**config.mk**
```make
export PLATFORM = sky130hd
export DESIGN_NAME = br_alu
export DESIGN_NICKNAME = d
export VERILOG_FILES = /design/src/rtl/br_alu_pkg.sv /design/src/rtl/br_alu_dec.sv /design/src/rtl/br_alu_dp.sv /design/src/rtl/br_alu_cond.sv /design/src/rtl/br_alu.sv
export SDC_FILE = /design/constraint.sdc
export NUM_CORES = 1
export LEC_CHECK = 0
export ABC_CLOCK_PERIOD_IN_PS = 15250
export BUFFER_PORTS_ARGS = -buffer_cell sky130_fd_sc_hd__buf_2
export CORE_MARGIN = 2
export CORE_UTILIZATION = 57
export DETAILED_ROUTE_END_ITERATION = 16
export GPL_ROUTABILITY_DRIVEN = 0
export PLACE_DENSITY = 0.79
export SLEW_MARGIN = 5
export SYNTH_ARGS = -nofsm -noshare
export SYNTH_HDL_FRONTEND = slang
export SYNTH_SLANG_ARGS = --single-unit
```
**constraint.sdc**
```tcl
create_clock -name vclk -period 15.25
set_input_delay 0.7625 -clock vclk [all_inputs]
set_output_delay 0.7625 -clock vclk [all_outputs]
set_load 0.005 [all_outputs]
```
**src/rtl/br_alu_pkg.sv**
```systemverilog
package br_alu_pkg;

  localparam int OPC_W   = 4;
  localparam int FUNCT_W = 6;

  typedef enum logic [OPC_W-1:0] {
    OPC_REG  = 4'd0,
    OPC_LTZ  = 4'd1,
    OPC_GEZ  = 4'd2,
    OPC_EQ   = 4'd3,
    OPC_NE   = 4'd4,
    OPC_LEZ  = 4'd5,
    OPC_GTZ  = 4'd6,
    OPC_ADD  = 4'd7,
    OPC_SLT  = 4'd8,
    OPC_SLTU = 4'd9,
    OPC_AND  = 4'd10,
    OPC_OR   = 4'd11,
    OPC_XOR  = 4'd12
  } alu_opc_e;

  localparam logic [FUNCT_W-1:0] FN_SLL  = 6'h00;
  localparam logic [FUNCT_W-1:0] FN_SRL  = 6'h02;
  localparam logic [FUNCT_W-1:0] FN_SRA  = 6'h03;
  localparam logic [FUNCT_W-1:0] FN_ADD  = 6'h21;
  localparam logic [FUNCT_W-1:0] FN_SUB  = 6'h23;
  localparam logic [FUNCT_W-1:0] FN_AND  = 6'h24;
  localparam logic [FUNCT_W-1:0] FN_OR   = 6'h25;
  localparam logic [FUNCT_W-1:0] FN_XOR  = 6'h26;
  localparam logic [FUNCT_W-1:0] FN_SLT  = 6'h2A;
  localparam logic [FUNCT_W-1:0] FN_SLTU = 6'h2B;

  typedef enum logic [3:0] {
    RES_ZERO, RES_ADD, RES_SUB, RES_AND, RES_OR, RES_XOR,
    RES_SLT, RES_SLTU, RES_SLL, RES_SRL, RES_SRA
  } res_sel_e;

  typedef enum logic [2:0] {
    BR_NONE, BR_LTZ, BR_GEZ, BR_EQ, BR_NE, BR_LEZ, BR_GTZ
  } br_sel_e;

endpackage

```
**src/rtl/br_alu_dec.sv**
```systemverilog
module br_alu_dec
  import br_alu_pkg::*;
(
  input  logic [OPC_W-1:0]   opc_i,
  input  logic [FUNCT_W-1:0] funct_i,
  output res_sel_e           res_sel_o,
  output br_sel_e            br_sel_o,
  output logic               sub_o
);

  res_sel_e fn_sel;

  always_comb begin
    case (funct_i)
      FN_SLL:  fn_sel = RES_SLL;
      FN_SRL:  fn_sel = RES_SRL;
      FN_SRA:  fn_sel = RES_SRA;
      FN_ADD:  fn_sel = RES_ADD;
      FN_SUB:  fn_sel = RES_SUB;
      FN_AND:  fn_sel = RES_AND;
      FN_OR:   fn_sel = RES_OR;
      FN_XOR:  fn_sel = RES_XOR;
      FN_SLT:  fn_sel = RES_SLT;
      FN_SLTU: fn_sel = RES_SLTU;
      default: fn_sel = RES_ZERO;
    endcase
  end

  always_comb begin
    res_sel_o = RES_ZERO;
    br_sel_o  = BR_NONE;
    case (opc_i)
      OPC_REG:  res_sel_o = fn_sel;
      OPC_LTZ:  br_sel_o  = BR_LTZ;
      OPC_GEZ:  br_sel_o  = BR_GEZ;
      OPC_EQ:   br_sel_o  = BR_EQ;
      OPC_NE:   br_sel_o  = BR_NE;
      OPC_LEZ:  br_sel_o  = BR_LEZ;
      OPC_GTZ:  br_sel_o  = BR_GTZ;
      OPC_ADD:  res_sel_o = RES_ADD;
      OPC_SLT:  res_sel_o = RES_SLT;
      OPC_SLTU: res_sel_o = RES_SLTU;
      OPC_AND:  res_sel_o = RES_AND;
      OPC_OR:   res_sel_o = RES_OR;
      OPC_XOR:  res_sel_o = RES_XOR;
      default:  ;
    endcase
  end

  // adder subtracts for sub and for equality compare
  assign sub_o = (res_sel_o == RES_SUB) || (br_sel_o == BR_EQ) || (br_sel_o == BR_NE);

endmodule

```
**src/rtl/br_alu_dp.sv**
```systemverilog
module br_alu_dp
  import br_alu_pkg::*;
#(
  parameter int DATA_W  = 32,
  parameter int SHAMT_W = $clog2(DATA_W)
) (
  input  logic [DATA_W-1:0]  a_i,
  input  logic [DATA_W-1:0]  b_i,
  input  logic [SHAMT_W-1:0] shamt_i,
  input  res_sel_e           res_sel_i,
  input  logic               sub_i,
  output logic [DATA_W-1:0]  res_o,
  output logic               sum_zero_o
);

  logic [DATA_W-1:0] b_op;
  logic [DATA_W-1:0] sum;
  logic              lt_s;
  logic              lt_u;

  assign b_op       = b_i ^ {DATA_W{sub_i}};
  assign sum        = a_i + b_op + {{(DATA_W-1){1'b0}}, sub_i};
  assign sum_zero_o = (sum == '0);
  assign lt_s       = $signed(a_i) < $signed(b_i);
  assign lt_u       = a_i < b_i;

  always_comb begin
    case (res_sel_i)
      RES_ADD,
      RES_SUB:  res_o = sum;
      RES_AND:  res_o = a_i & b_i;
      RES_OR:   res_o = a_i | b_i;
      RES_XOR:  res_o = a_i ^ b_i;
      RES_SLT:  res_o = {{(DATA_W-1){1'b0}}, lt_s};
      RES_SLTU: res_o = {{(DATA_W-1){1'b0}}, lt_u};
      RES_SLL:  res_o = b_i << shamt_i;
      RES_SRL:  res_o = b_i >> shamt_i;
      RES_SRA:  res_o = DATA_W'($signed(b_i) >>> shamt_i);
      default:  res_o = '0;
    endcase
  end

endmodule

```
**src/rtl/br_alu_cond.sv**
```systemverilog
module br_alu_cond
  import br_alu_pkg::*;
#(
  parameter int DATA_W = 32
) (
  input  logic [DATA_W-1:0] a_i,
  input  logic              sum_zero_i,
  input  br_sel_e           br_sel_i,
  output logic              cond_o
);

  logic a_neg;
  logic a_zero;

  assign a_neg  = a_i[DATA_W-1];
  assign a_zero = (a_i == '0);

  always_comb begin
    case (br_sel_i)
      BR_LTZ:  cond_o = a_neg;
      BR_GEZ:  cond_o = !a_neg;
      BR_EQ:   cond_o = sum_zero_i;
      BR_NE:   cond_o = !sum_zero_i;
      BR_LEZ:  cond_o = a_neg || a_zero;
      BR_GTZ:  cond_o = !a_neg && !a_zero;
      default: cond_o = 1'b0;
    endcase
  end

endmodule

```
**src/rtl/br_alu.sv**
```systemverilog
module br_alu
  import br_alu_pkg::*;
#(
  parameter int DATA_W = 32,
  localparam int SHAMT_W = $clog2(DATA_W)
) (
  input  logic [OPC_W-1:0]   opc_i,
  input  logic [FUNCT_W-1:0] funct_i,
  input  logic [SHAMT_W-1:0] shamt_i,
  input  logic [DATA_W-1:0]  a_i,
  input  logic [DATA_W-1:0]  b_i,
  output logic [DATA_W-1:0]  result_o,
  output logic               cond_o
);

  res_sel_e res_sel;
  br_sel_e  br_sel;
  logic     sub;
  logic     sum_zero;

  br_alu_dec u_dec (
    .opc_i     (opc_i),
    .funct_i   (funct_i),
    .res_sel_o (res_sel),
    .br_sel_o  (br_sel),
    .sub_o     (sub)
  );

  br_alu_dp #(.DATA_W(DATA_W), .SHAMT_W(SHAMT_W)) u_dp (
    .a_i        (a_i),
    .b_i        (b_i),
    .shamt_i    (shamt_i),
    .res_sel_i  (res_sel),
    .sub_i      (sub),
    .res_o      (result_o),
    .sum_zero_o (sum_zero)
  );

  br_alu_cond #(.DATA_W(DATA_W)) u_cond (
    .a_i        (a_i),
    .sum_zero_i (sum_zero),
    .br_sel_i   (br_sel),
    .cond_o     (cond_o)
  );

endmodule

```
==> qor.log <==
INFO  synth          syn-cell-area=0.00880sqmm
INFO  synth          synth_area_leaders=ha_1 (18%), o21ai_0 (8.5%), mux2i_1 (8.2%)
INFO  timing         rsz0062_at_grt=no
INFO  routing        drt_first_pass_iters=11
INFO  flow_run       timing.max_cap.violations=0
INFO  critical_path  cpMaxStageDelayCell=a2111oi_1
INFO  synth          post_synth.cell_area_avg=6.55squm
INFO  timing         post-route-worst-setup-slack=7.55ns
INFO  timing         timing.final.max_slew_violations=0
INFO  synth          cell_count_after_synthesis=1344
INFO  status         status=finished clean
INFO  routing        dr_wl_met3=4960microns
INFO  synth          synth_largest_area_cell=ha_1
INFO  layout         area_growth=6.07%
INFO  critical_path  worst-endpoint-arrival=6.94ns
INFO  global_routing overflow=0
INFO  global_routing maximum_number_of_pins_on_one_net_before_global_route_repair=99
INFO  worst_hold_path hold_path.startpoint=opc_i[1]
INFO  global_routing grt_usage=0.403
INFO  clock_network  postCtsSetupRepairBufs=0
INFO  critical_path  path_delay_family=compound AO/OA/AOI/OAI gates
INFO  placement      buffer_ports.inserted=112
INFO  floorplan      row_count=45
INFO  critical_path  endpoint_kind=output pin
INFO  routing        remaining_design_rule_violation_count=0
INFO  routing        dr_wl_met2=14300microns
INFO  worst_hold_path hold-path-cell-count=4
INFO  layout         final.fill_count=1465
INFO  routing        wl_met1=13100microns
INFO  layout         design.seq.count=0
INFO  global_routing grt_antenna_before_repair=2
INFO  timing         tightestPinTransition=1.06ns
INFO  layout         clkbuf_count=0
INFO  placement      detailed_place.area=0.00934sqmm
INFO  layout         finalNetCount=1578
INFO  routing        post_drt_via_cell_ratio=7.05
INFO  layout         postLayoutCellArea=0.00934sqmm
INFO  critical_path  critical-path-max-stage-delay=0.65ns
INFO  placement      dp_hpwl=27400microns
INFO  clock_network  cts_hold_repair.buffers=0
INFO  synth          synth_top_cell_area_share=0.179
INFO  synth          synth.net_count=1550
INFO  layout         drive_above_1_share=0.117
INFO  floorplan      design.die.area=0.0165sqmm
INFO  critical_path  worst-path-max-fanout=32
INFO  critical_path  buffers_inverters_on_critical_path=3
INFO  routing        top_layer=met4
INFO  floorplan      fp.coreArea=0.0151sqmm
INFO  critical_path  start_kind=primary input
INFO  critical_path  critical_path_required=14.49ns
INFO  synth          post_synthesis_cell_type_count=74
INFO  routing        overall_routed_net_length=34500microns
INFO  routing        num_vias=11000
INFO  worst_hold_path worst_hold_path_type=in2out
INFO  synth          yosysWarningCount=0
INFO  floorplan      boundaryPins=112
INFO  global_routing first_global_vias=9600
INFO  routing        final_antenna_net_count=0
INFO  routing        routedWlPerCell=22.1microns
INFO  timing         max_slew_margin=0.290
INFO  timing         final_worst_path_cycle_share=0.505
INFO  timing         fmax=130MHz
INFO  timing         hold_viol=0
INFO  synth          ys_seq_area_frac=0
INFO  floorplan      die_h=128microns
INFO  floorplan      floorplan.initialDensity=0.581
INFO  worst_hold_path end_point_of_the_most_critical_hold_path=cond_o
INFO  critical_path  critical_path_cell_by_cell=buf_2, or4_1, a211o_1, o211a_1, a41oi_4, buf_4, xnor2_1, ha_1, a21oi_1, o21ai_0, a31oi_1, o21ai_0, a211oi_2, o21bai_1, and4_1, a2111oi_1, nor2_1, nand3_1, mux2i_1, buf_2
INFO  timing         timing.setup.tns=0ns
INFO  critical_path  path_class=in2out
INFO  routing        drt-initial-drc-count=1790
INFO  clock_network  post_cts.resized_instances=0
INFO  placement      place_ws=7.81ns
INFO  floorplan      die_w=128microns
INFO  global_routing grt_first_pass_wirelength=52400microns
INFO  layout         area.sequential=0squm
INFO  timing         setup_viol_count_final=0
INFO  timing         layout_min_cycle_time=7.70ns
-- cells in the mapped netlist (all sizes together), types with 6 or more instances --
cell type and n:
a221oi 15, a222oi 13, or3 10, inv 96
nor2 135, and3 8, buf 12, nand3b 7
o21bai 13, a211o 7, mux4 12, o21ai 151
nor3 29, xnor2 51, nor4 14, a21o 23
a22oi 7, mux2i 72, nand3 33, a21oi 95
nand2 123, nand2b 19, or2 6, mux2 8
clkbuf 85, and2 6, o22ai 8, xor2 6
nand4 12, o211ai 25, a31oi 16, a211oi 18
ha 126
-- layout make-up --
cell class,instances,area (sq um),share of cell area
well taps,188,235,0.0252
diodes,1,2.50,0.000268
multi-input cells,1150,8090,0.867
inverters,97,364,0.0390
repair buffers,123,643,0.0689
-- stage by stage --
| step | cells | utilization | hold slack [ns] |
|---|---|---|---|
| after floorplan | 1344 | - | 1.75 |
| after global placement | 1558 | 0.616 | 2.02 |
| after detailed placement | 1558 | 0.616 | 2.00 |
| after CTS | 1558 | 0.616 | 2.01 |
| after global routing | 1558 | 0.616 | 2.06 |
| final | 1559 | 0.617 | 2.04 |
-- worst min-delay path, delay by kind of cell --
| family | cells | cell delay [ns] |
|---|---|---|
| buffers and inverters | 2 | 0.28 |
| muxes | 1 | 0.09 |
| AOI/OAI and AO/OA | 1 | 0.15 |
-- cell usage in the layout (no fill, tap or decap), drive strengths merged, types with 8 or more instances in the layout --
master  instances
a31oi          16
o21ai         151
o211ai         25
a211oi         18
a222oi         13
or3            10
nand3          33
mux2i          72
a21o           23
a21oi          95
nand2b         19
ha            126
nand2         123
inv            96
o21bai         13
a221oi         15
mux2            8
buf           123
mux4           12
nand4          12
o22ai           8
and3            8
xnor2          51
nor2          135
nor3           29
nor4           14
-- how the worst max path moves through the flow --
stage / startpoint / endpoint / slack (ns) / cells past startpoint
final: opc_i[0] / cond_o / 7.55 / 20
after global routing: opc_i[0] / cond_o / 7.37 / 20
after CTS: opc_i[0] / cond_o / 7.81 / 20
after detailed placement: opc_i[0] / cond_o / 7.81 / 20
after global placement: opc_i[1] / cond_o / 7.91 / 20
after floorplan: opc_i[1] / cond_o / 8.55 / 21
-- layer usage --
metal  GRT usage  up-vias
met5           0        -
met1       0.552     4982
met3      0.0735      157
met4       0.182        0
li1            -     4971
met2       0.613      882
-- cells by family after synthesis --
logic type / count (synthesis) / share of synthesized area
buffers and inverters: 194 / 0.0830
xor gates and xnor gates: 57 / 0.0567
and+or+nand+nor: 424 / 0.225
muxes: 92 / 0.123
adders and majority gates: 127 / 0.181
AOI/OAI and AO/OA: 450 / 0.331
